==> src/rtl/dac_periph_pkg.sv <==
package dac_periph_pkg;

    localparam int unsigned SAMPLE_W = 8;
    localparam int unsigned ACC_W    = SAMPLE_W + 1;

    typedef logic [SAMPLE_W-1:0] sample_t;
    typedef logic [ACC_W-1:0]    acc_t;

    // Write request as captured by the first edge-detect stage.
    typedef struct packed {
        logic    hit;
        sample_t data;
    } wr_stage_t;

    function automatic sample_t status_byte(input logic ready);
        return {{(SAMPLE_W-1){1'b0}}, ready};
    endfunction

    // One modulator step: add the sample to the low bits of the accumulator.
    function automatic acc_t dsm_step(input acc_t acc, input sample_t s);
        return {1'b0, acc[SAMPLE_W-1:0]} + {1'b0, s};
    endfunction

endpackage

==> src/rtl/dac_wr_edge.sv <==
module dac_wr_edge
    import dac_periph_pkg::*;
#(
    parameter int unsigned              ADDR_W    = 8,
    parameter logic [ADDR_W-1:0]        BASE_ADDR = 8'hE0
) (
    input  logic              clk,
    input  logic              rst_n,
    input  logic              we,
    input  logic [ADDR_W-1:0] addr,
    input  sample_t           wdata,
    output logic              start,
    output sample_t           start_data
);

    wr_stage_t stg1_q;
    logic      hit2_q;

    always_ff @(posedge clk) begin
        if (!rst_n) begin
            stg1_q <= '0;
            hit2_q <= 1'b0;
        end else begin
            stg1_q.hit  <= we && (addr == BASE_ADDR);
            stg1_q.data <= wdata;
            hit2_q      <= stg1_q.hit;
        end
    end

    assign start      = stg1_q.hit & ~hit2_q;
    assign start_data = stg1_q.data;

endmodule

==> src/rtl/dac_busy_timer.sv <==
module dac_busy_timer #(
    parameter int unsigned CNT_W = 8
) (
    input  logic             clk,
    input  logic             rst_n,
    input  logic             start,
    output logic [CNT_W-1:0] cnt,
    output logic             full,
    output logic             done
);

    localparam logic [CNT_W-1:0] CNT_MAX = '1;

    logic [CNT_W-1:0] cnt_q;
    logic             run_q;

    assign full = &cnt_q;

    always_ff @(posedge clk) begin
        if (!rst_n) begin
            cnt_q <= CNT_MAX;
            run_q <= 1'b0;
        end else begin
            run_q <= ~full;
            if (start) begin
                cnt_q <= '0;
            end else if (!full) begin
                cnt_q <= cnt_q + 1'b1;
            end
        end
    end

    assign cnt  = cnt_q;
    assign done = full & run_q;

endmodule

==> src/rtl/dac_dsm.sv <==
module dac_dsm
    import dac_periph_pkg::*;
(
    input  logic    clk,
    input  logic    rst_n,
    input  logic    load,
    input  sample_t load_data,
    output sample_t sample,
    output logic    dout
);

    sample_t sample_q;
    acc_t    acc_q;

    always_ff @(posedge clk) begin
        if (!rst_n) begin
            sample_q <= '0;
            acc_q    <= '0;
        end else begin
            if (load) begin
                sample_q <= load_data;
            end
            acc_q <= dsm_step(acc_q, sample_q);
        end
    end

    assign sample = sample_q;
    assign dout   = acc_q[ACC_W-1];

endmodule

==> src/rtl/dac_periph.sv <==
module dac_periph
    import dac_periph_pkg::*;
#(
    parameter int unsigned       ADDR_W    = 8,
    parameter logic [ADDR_W-1:0] BASE_ADDR = 8'hE0
) (
    input  logic              clk,
    input  logic              rst_n,
    input  logic [ADDR_W-1:0] io_addr,
    input  logic [7:0]        io_wdata,
    input  logic              io_we,
    input  logic              io_re,
    output logic [7:0]        io_rdata,
    output logic              bus_ack,
    output logic              done_pulse,
    output logic              dac_out
);

    localparam logic [ADDR_W-1:0] STAT_ADDR = BASE_ADDR + ADDR_W'(1);

    logic             start_pulse;
    sample_t          start_data;
    logic [SAMPLE_W-1:0] busy_cnt;
    logic             timer_full;
    sample_t          cur_sample;

    dac_wr_edge #(
        .ADDR_W   (ADDR_W),
        .BASE_ADDR(BASE_ADDR)
    ) u_edge (
        .clk       (clk),
        .rst_n     (rst_n),
        .we        (io_we),
        .addr      (io_addr),
        .wdata     (io_wdata),
        .start     (start_pulse),
        .start_data(start_data)
    );

    dac_busy_timer #(
        .CNT_W(SAMPLE_W)
    ) u_timer (
        .clk  (clk),
        .rst_n(rst_n),
        .start(start_pulse),
        .cnt  (busy_cnt),
        .full (timer_full),
        .done (done_pulse)
    );

    dac_dsm u_dsm (
        .clk      (clk),
        .rst_n    (rst_n),
        .load     (start_pulse),
        .load_data(start_data),
        .sample   (cur_sample),
        .dout     (dac_out)
    );

    assign bus_ack  = timer_full;
    assign io_rdata = (io_re && io_addr == STAT_ADDR) ? status_byte(timer_full) : '0;

endmodule

==> config.mk <==
export PLATFORM = sky130hd
export DESIGN_NAME = dac_periph
export DESIGN_NICKNAME = d
export VERILOG_FILES = /design/src/rtl/dac_periph_pkg.sv /design/src/rtl/dac_wr_edge.sv /design/src/rtl/dac_busy_timer.sv /design/src/rtl/dac_dsm.sv /design/src/rtl/dac_periph.sv
export SDC_FILE = /design/constraint.sdc
export NUM_CORES = 1
export LEC_CHECK = 0
export BUFFER_PORTS_ARGS = -buffer_cell sky130_fd_sc_hd__buf_4
export CAP_MARGIN = 15
export CORE_ASPECT_RATIO = 1.4
export CORE_UTILIZATION = 30
export CTS_BUF_LIST = sky130_fd_sc_hd__clkbuf_8
export DETAILED_ROUTE_END_ITERATION = 7
export PLACE_DENSITY = 0.57
export SYNTH_ARGS = -nofsm -noshare
export SYNTH_HDL_FRONTEND = slang
export SYNTH_SLANG_ARGS = --single-unit
==> constraint.sdc <==
create_clock -name clk -period 2.8 [get_ports clk]
set_input_delay 0 -clock clk [delete_from_list [all_inputs] [get_ports clk]]
set_output_delay 0 -clock clk [all_outputs]
set_load 0.02 [all_outputs]
==> flow_summary.ini, run 1 <==
[layout]
nFillCells = 541
final_area_um2 = 2010
nets = 237
final_cell_mix = dfxtp_1, nand2_1, buf_4, and2_1, o21ai_0
final_core_util = 0.386
diodes = 0
final_common_cell = dfxtp_1
areaGrowthSynthToFinish_pct = 24.0
ff_latch_area_um2 = 721
drive_gt1_frac = 0.183
multi_input_area_um2 = 828

[detailed_routing]
drc = 0
ant_nets = 0
vias = 1218
drt_wl_total_um = 2750
first_pass_iters = 4
vias_per_cell = 4.45
wl_per_cell_um = 10.1
drt_iter0_markers = 34

[clock_network]
clock-sinks = 36
ctsResizeCount = 0
cts_made_buffers = 5
clk_pin_slew_ns = 0.08
cts_buffer_depth = 2
cts_tree = built
cts_root_buf = clkbuf_8
cts.htree.levels = 2
clk_latency_ns = 0.29

[grt]
grt_pass1_wl_um = 5050
grt_max_degree = 38
grt.overflow.total = 0
antenna_found_initial = 0
grt_pass1_vias = 1189
track_usage = 0.117

[worst_hold_path]
hold_class = input port to flop
min_to = u_edge.stg1_q[8]
hold_start = io_addr[0]
worstHoldPathCells = 2

[logic_synthesis]
synthCells = 175
syn_area_per_cell_um2 = 9.24
synth_edf_count = 0
synthFlopType = dfxtp_1
synth_cell_types = 36
ys_ff_latch = 36
synth_area_um2 = 1620
seq_area_frac_synth = 0.445
synthArstFlopShare = 0
yosysWarnings = 0

[setup_path]
reg2reg_from = u_dsm.sample[0]
critical_path_class = flop to flop
critical_path.endpoint_type = flop
timing.rr.end = u_dsm.acc_q[6]
cp.arrival_ns = 2.08
rr_worst_depth = 7
r2r_setup_slack_ns = 0.91
crit_path_start_kind = flop
crit_required_ns = 2.98
critPathMaxFanout = 3

[pwr]
seq_power_share = 0.451
p_per_area_nw_per_um2 = 678
pwr-share-clk = 0.270
p_leak_uw = 0.000858
power_frac_comb = 0.279
peakVddDrop_v = 0.000356
p_int_uw = 926
p_sw_frac = 0.319
p_switching_uw = 434
power.total_uw = 1360

[sta]
worst_clock_skew_ns = 0.00598
hold_viol = 0
fin_crit_sh = 0.676
grt_setup_unrepaired = false
drv_slew = 0
min_period_ns = 1.89
fin_setup_tns_ns = 0
setup_violations = 0
fmax_mhz = 528

[die]
start_util = 0.311
fp.dieW_um = 64.1
dieArea_um2 = 5690
core_region_area_um2 = 5200
die_h_um = 88.9
rows = 31
boundaryPins = 31

[placed_design]
port_buffers = 23
dpl-instance-area_um2 = 1820
place_congestion = 0.779
hpwl_um = 1870

[outcome]
status = finished clean

[job]
maxCapViolations = 0
-- routing by layer --
| layer | up-vias | track usage | share of wire |
|---|---|---|---|
| li1 | 637 | - | - |
| met1 | 551 | 0.133 | 0.48 |
| met2 | 25 | 0.194 | 0.46 |
| met3 | 5 | 0.0434 | 0.041 |
| met4 | 0 | 0.0558 | 0.020 |
| met5 | - | 0 | 0 |
-- synth_stat cells (2+ instances only) --
cell type,count,share of area
nand2_1,24,0.056
and3_1,2,0.0077
xnor2_1,3,0.016
a21oi_1,3,0.0093
ha_1,9,0.070
dfxtp_1,36,0.45
o21ai_0,13,0.040
nor2_1,10,0.023
nand3_1,6,0.019
xor2_1,4,0.022
mux2i_1,2,0.012
inv_1,3,0.0070
a21boi_0,8,0.037
nor2b_1,4,0.015
clkbuf_1,6,0.014
buf_4,7,0.032
and2_1,16,0.062
-- power by group through the flow --
stage	Combinational, uW	Clock, uW	Sequential (uW)
after floorplan	296	0	614
after global placement	368	0	624
after detailed placement	371	0	624
final	379	368	613
after global routing	432	412	625
after CTS	383	386	614
-- worst max-delay path, cell delays in order (launching register included) --
cell	delay (ns)
dfxtp_1	0.32
ha_1	0.22
fa_1	0.41
a21oi_1	0.25
o211ai_1	0.11
a21oi_1	0.24
xnor2_1	0.09
and2_1	0.15
-- layout make-up --
type / count / share of cell area
multi-input combinational: 128 / 0.413
sequential: 36 / 0.359
timing repair buffer: 33 / 0.135
tap: 66 / 0.0412
clock buffer: 5 / 0.0343
clock inverter: 3 / 0.0119
inverter: 3 / 0.00561
-- sequential cells by signal, summed over array words and instances (netlist names) --
signal             cells
u_dsm.acc_q            9
u_dsm.sample           8
u_edge.start_data      8
u_timer.cnt            8
u_edge.hit2_q          1
u_edge.stg1_q          1
u_timer.run_q          1
-- logic make-up (layout without fill, tap and decap cells) --
group,count (synthesis),after routing,synth area share
adders and majority gates,10,10,0.0820
DFF,36,36,0.445
other,1,7,0.00232
xor gates and xnor gates,7,7,0.0379
muxes,3,3,0.0193
and+or+nand+nor,71,71,0.236
AOI/OAI and AO/OA,30,30,0.121
buffers and inverters,17,44,0.0565
-- stage by stage --
step / instances / hold slack (ns) / setup slack [ns]
after floorplan: 181 / 0.127 / 1.07
after global placement: 257 / 0.211 / 0.968
after detailed placement: 257 / 0.213 / 0.935
after CTS: 274 / 0.00554 / 0.892
after global routing: 274 / 0.00509 / 0.738
final: 274 / 0.0139 / 0.907
-- worst max-delay path by stage --
stage,startpoint,endpoint,slack [ns]
after floorplan,u_dsm.sample[0],u_dsm.acc_q[6],1.07
after global placement,u_dsm.sample[0],u_dsm.acc_q[6],0.97
after detailed placement,u_dsm.sample[0],u_dsm.acc_q[6],0.94
after CTS,u_dsm.sample[0],u_dsm.acc_q[6],0.89
after global routing,u_dsm.sample[0],u_dsm.acc_q[6],0.74
final,u_dsm.sample[0],u_dsm.acc_q[6],0.91
-- repair_timing --
| item | in CTS | in global routing |
|---|---|---|
| hold buffers | 9 | 0 |
| buffers inserted | 0 | 0 |
| endpoints found under the hold margin | 9 | 0 |
Note: power is estimated with default switching activity, not from simulation.
==> run 2: changes to the inputs <==
- clock period: 2.8 -> 1.9 ns (I/O delays scaled with it)
==> run 2 against run 1 <==
Die area unchanged. Cell count unchanged. Count of clock-buffer cells in the layout up 2. Critical endpoint unchanged. Largest power group unchanged. Highest routed layer unchanged.
==> flow_summary.ini, run 2 (synthesis gave the netlist of run 1 again) <==
[placed_design]
hpwl_um = 1880
dpl-instance-area_um2 = 1830
place_congestion = 0.763
port_buffers = 23
dp_slack_ns = 0.0712

[layout]
final_area_um2 = 2020
top_register = u_dsm.acc_q
diodes = 0
nets = 238
final_common_cell = dfxtp_1
nFillCells = 525
final_core_util = 0.389
largest_reg_flops = 9
ff_latch_area_um2 = 721
areaGrowthSynthToFinish_pct = 24.9
multi_input_area_um2 = 832
final_cell_mix = dfxtp_1, buf_4, nand2_1, and2_1, o21ai_0
drive_gt1_frac = 0.188

[grt]
grt_pass1_vias = 1153
grt.overflow.total = 0
track_usage = 0.115
grt_pass1_wl_um = 4820
grt_max_degree = 38
antenna_found_initial = 0

[setup_path]
path_cells = ha_1, fa_1, a21oi_1, o211ai_1, a21oi_2, xnor2_1, and2_1
critPathLaunch = u_dsm.sample[0]
critical_path_class = flop to flop
critical_path.endpoint_type = flop
cp_num_buf_inv = 0
cpLargestDelayFamily = adder cells
crit_path_start_kind = flop
cp.arrival_ns = 1.97
critPathMaxStageDelay_ns = 0.41
crit_required_ns = 2.08
reg2reg_from = u_dsm.sample[0]
critPathMaxFanout = 2
slowest_stage = fa_1

[pwr]
p_per_area_nw_per_um2 = 1010
peakVddDrop_v = 0.000504
power.total_uw = 2040
p_leak_uw = 0.000873

[sta]
drv_slew = 0
fmax_mhz = 559
worst_clock_skew_ns = 0.00409
fin_crit_sh = 0.941
min_period_ns = 1.79
hold_viol = 0
grt_setup_unrepaired = false
fin_setup_tns_ns = 0
setup_violations = 0
setup_ws_ns = 0.112

[detailed_routing]
drt_iter0_markers = 32
vias = 1217
drc = 0
vias_per_cell = 4.44
wl_per_cell_um = 10.2
ant_nets = 0
drt_wl_total_um = 2780
first_pass_iters = 4

[clock_network]
cts.htree.levels = 2
cts_made_buffers = 5
cts_root_buf = clkbuf_8
cts_tree = built
cts_buffer_depth = 2
postCtsSetupRepairBufs = 0
clk_latency_ns = 0.28
clk_pin_slew_ns = 0.07
clock-sinks = 36

[die]
start_util = 0.311
die_h_um = 88.9
dieArea_um2 = 5690
rows = 31
boundaryPins = 31
fp.dieW_um = 64.1
core_region_area_um2 = 5200

[worst_hold_path]
hold_start = io_addr[0]
hold_class = input port to flop

[outcome]
status = finished clean

[job]
maxCapViolations = 0
## run 2: changes by cell type in the layout (fill, tap and decap cells not counted), sizes merged
cell	before	now
buf	24	25
clkbuf	5	7
clkinv	1	0
clkinvlp	2	0
## run 2: final cells by class
| cell class | instances | area share |
|---|---|---|
| multi-input combinational | 128 | 0.412 |
| clock buffer | 7 | 0.0477 |
| sequential | 36 | 0.357 |
| timing repair buffer | 34 | 0.137 |
| tap | 66 | 0.0409 |
| inverter | 3 | 0.00557 |
## run 2: metal layers
metal,vias to the layer above,track usage,share of wire
li1,637,-,-
met1,550,0.122,0.47
met2,25,0.195,0.47
met3,5,0.0510,0.040
met4,0,0.0558,0.016
met5,-,0,0
## run 2: through the flow
step | hold slack [ns] | std cells
final | 0.0195 | 274
after global routing | 0.00223 | 274
after CTS | 0.0146 | 274
after detailed placement | 0.211 | 258
after global placement | 0.211 | 258
after floorplan | 0.127 | 181
## run 2: worst paths after layout
kind	end	slack, ns	cells after the start
worst max-delay path	u_dsm.acc_q[6]	0.11	7
worst min-delay path	u_edge.stg1_q[8]	0.02	2
worst max register to register	u_dsm.acc_q[6]	0.11	7
worst min register to register	u_dsm.sample[2]	0.44	2
## run 2: worst reg2reg max path: cells and delay by family (launching register included)
family	cells	cell delay (ns)
XOR/XNOR	1	0.07
AND/OR/NAND/NOR	1	0.15
adder cells (fa/ha/maj)	2	0.63
flip-flops	1	0.31
AO/OA/AOI/OAI	3	0.52
## run 2: where the power goes
| part | total, uW | internal, uW | switching, uW |
|---|---|---|---|
| Clock | 579 | 323 | 256 |
| Combinational | 554 | 268 | 286 |
| Sequential | 902 | 838 | 64.9 |
| Total | 2040 | 1430 | 608 |
## run 2: what timing repair did
action,4_1_cts,5_1_grt
resized for setup,0,1
hold endpoints to repair,9,0
setup endpoints to repair,0,1
hold buffers,9,0
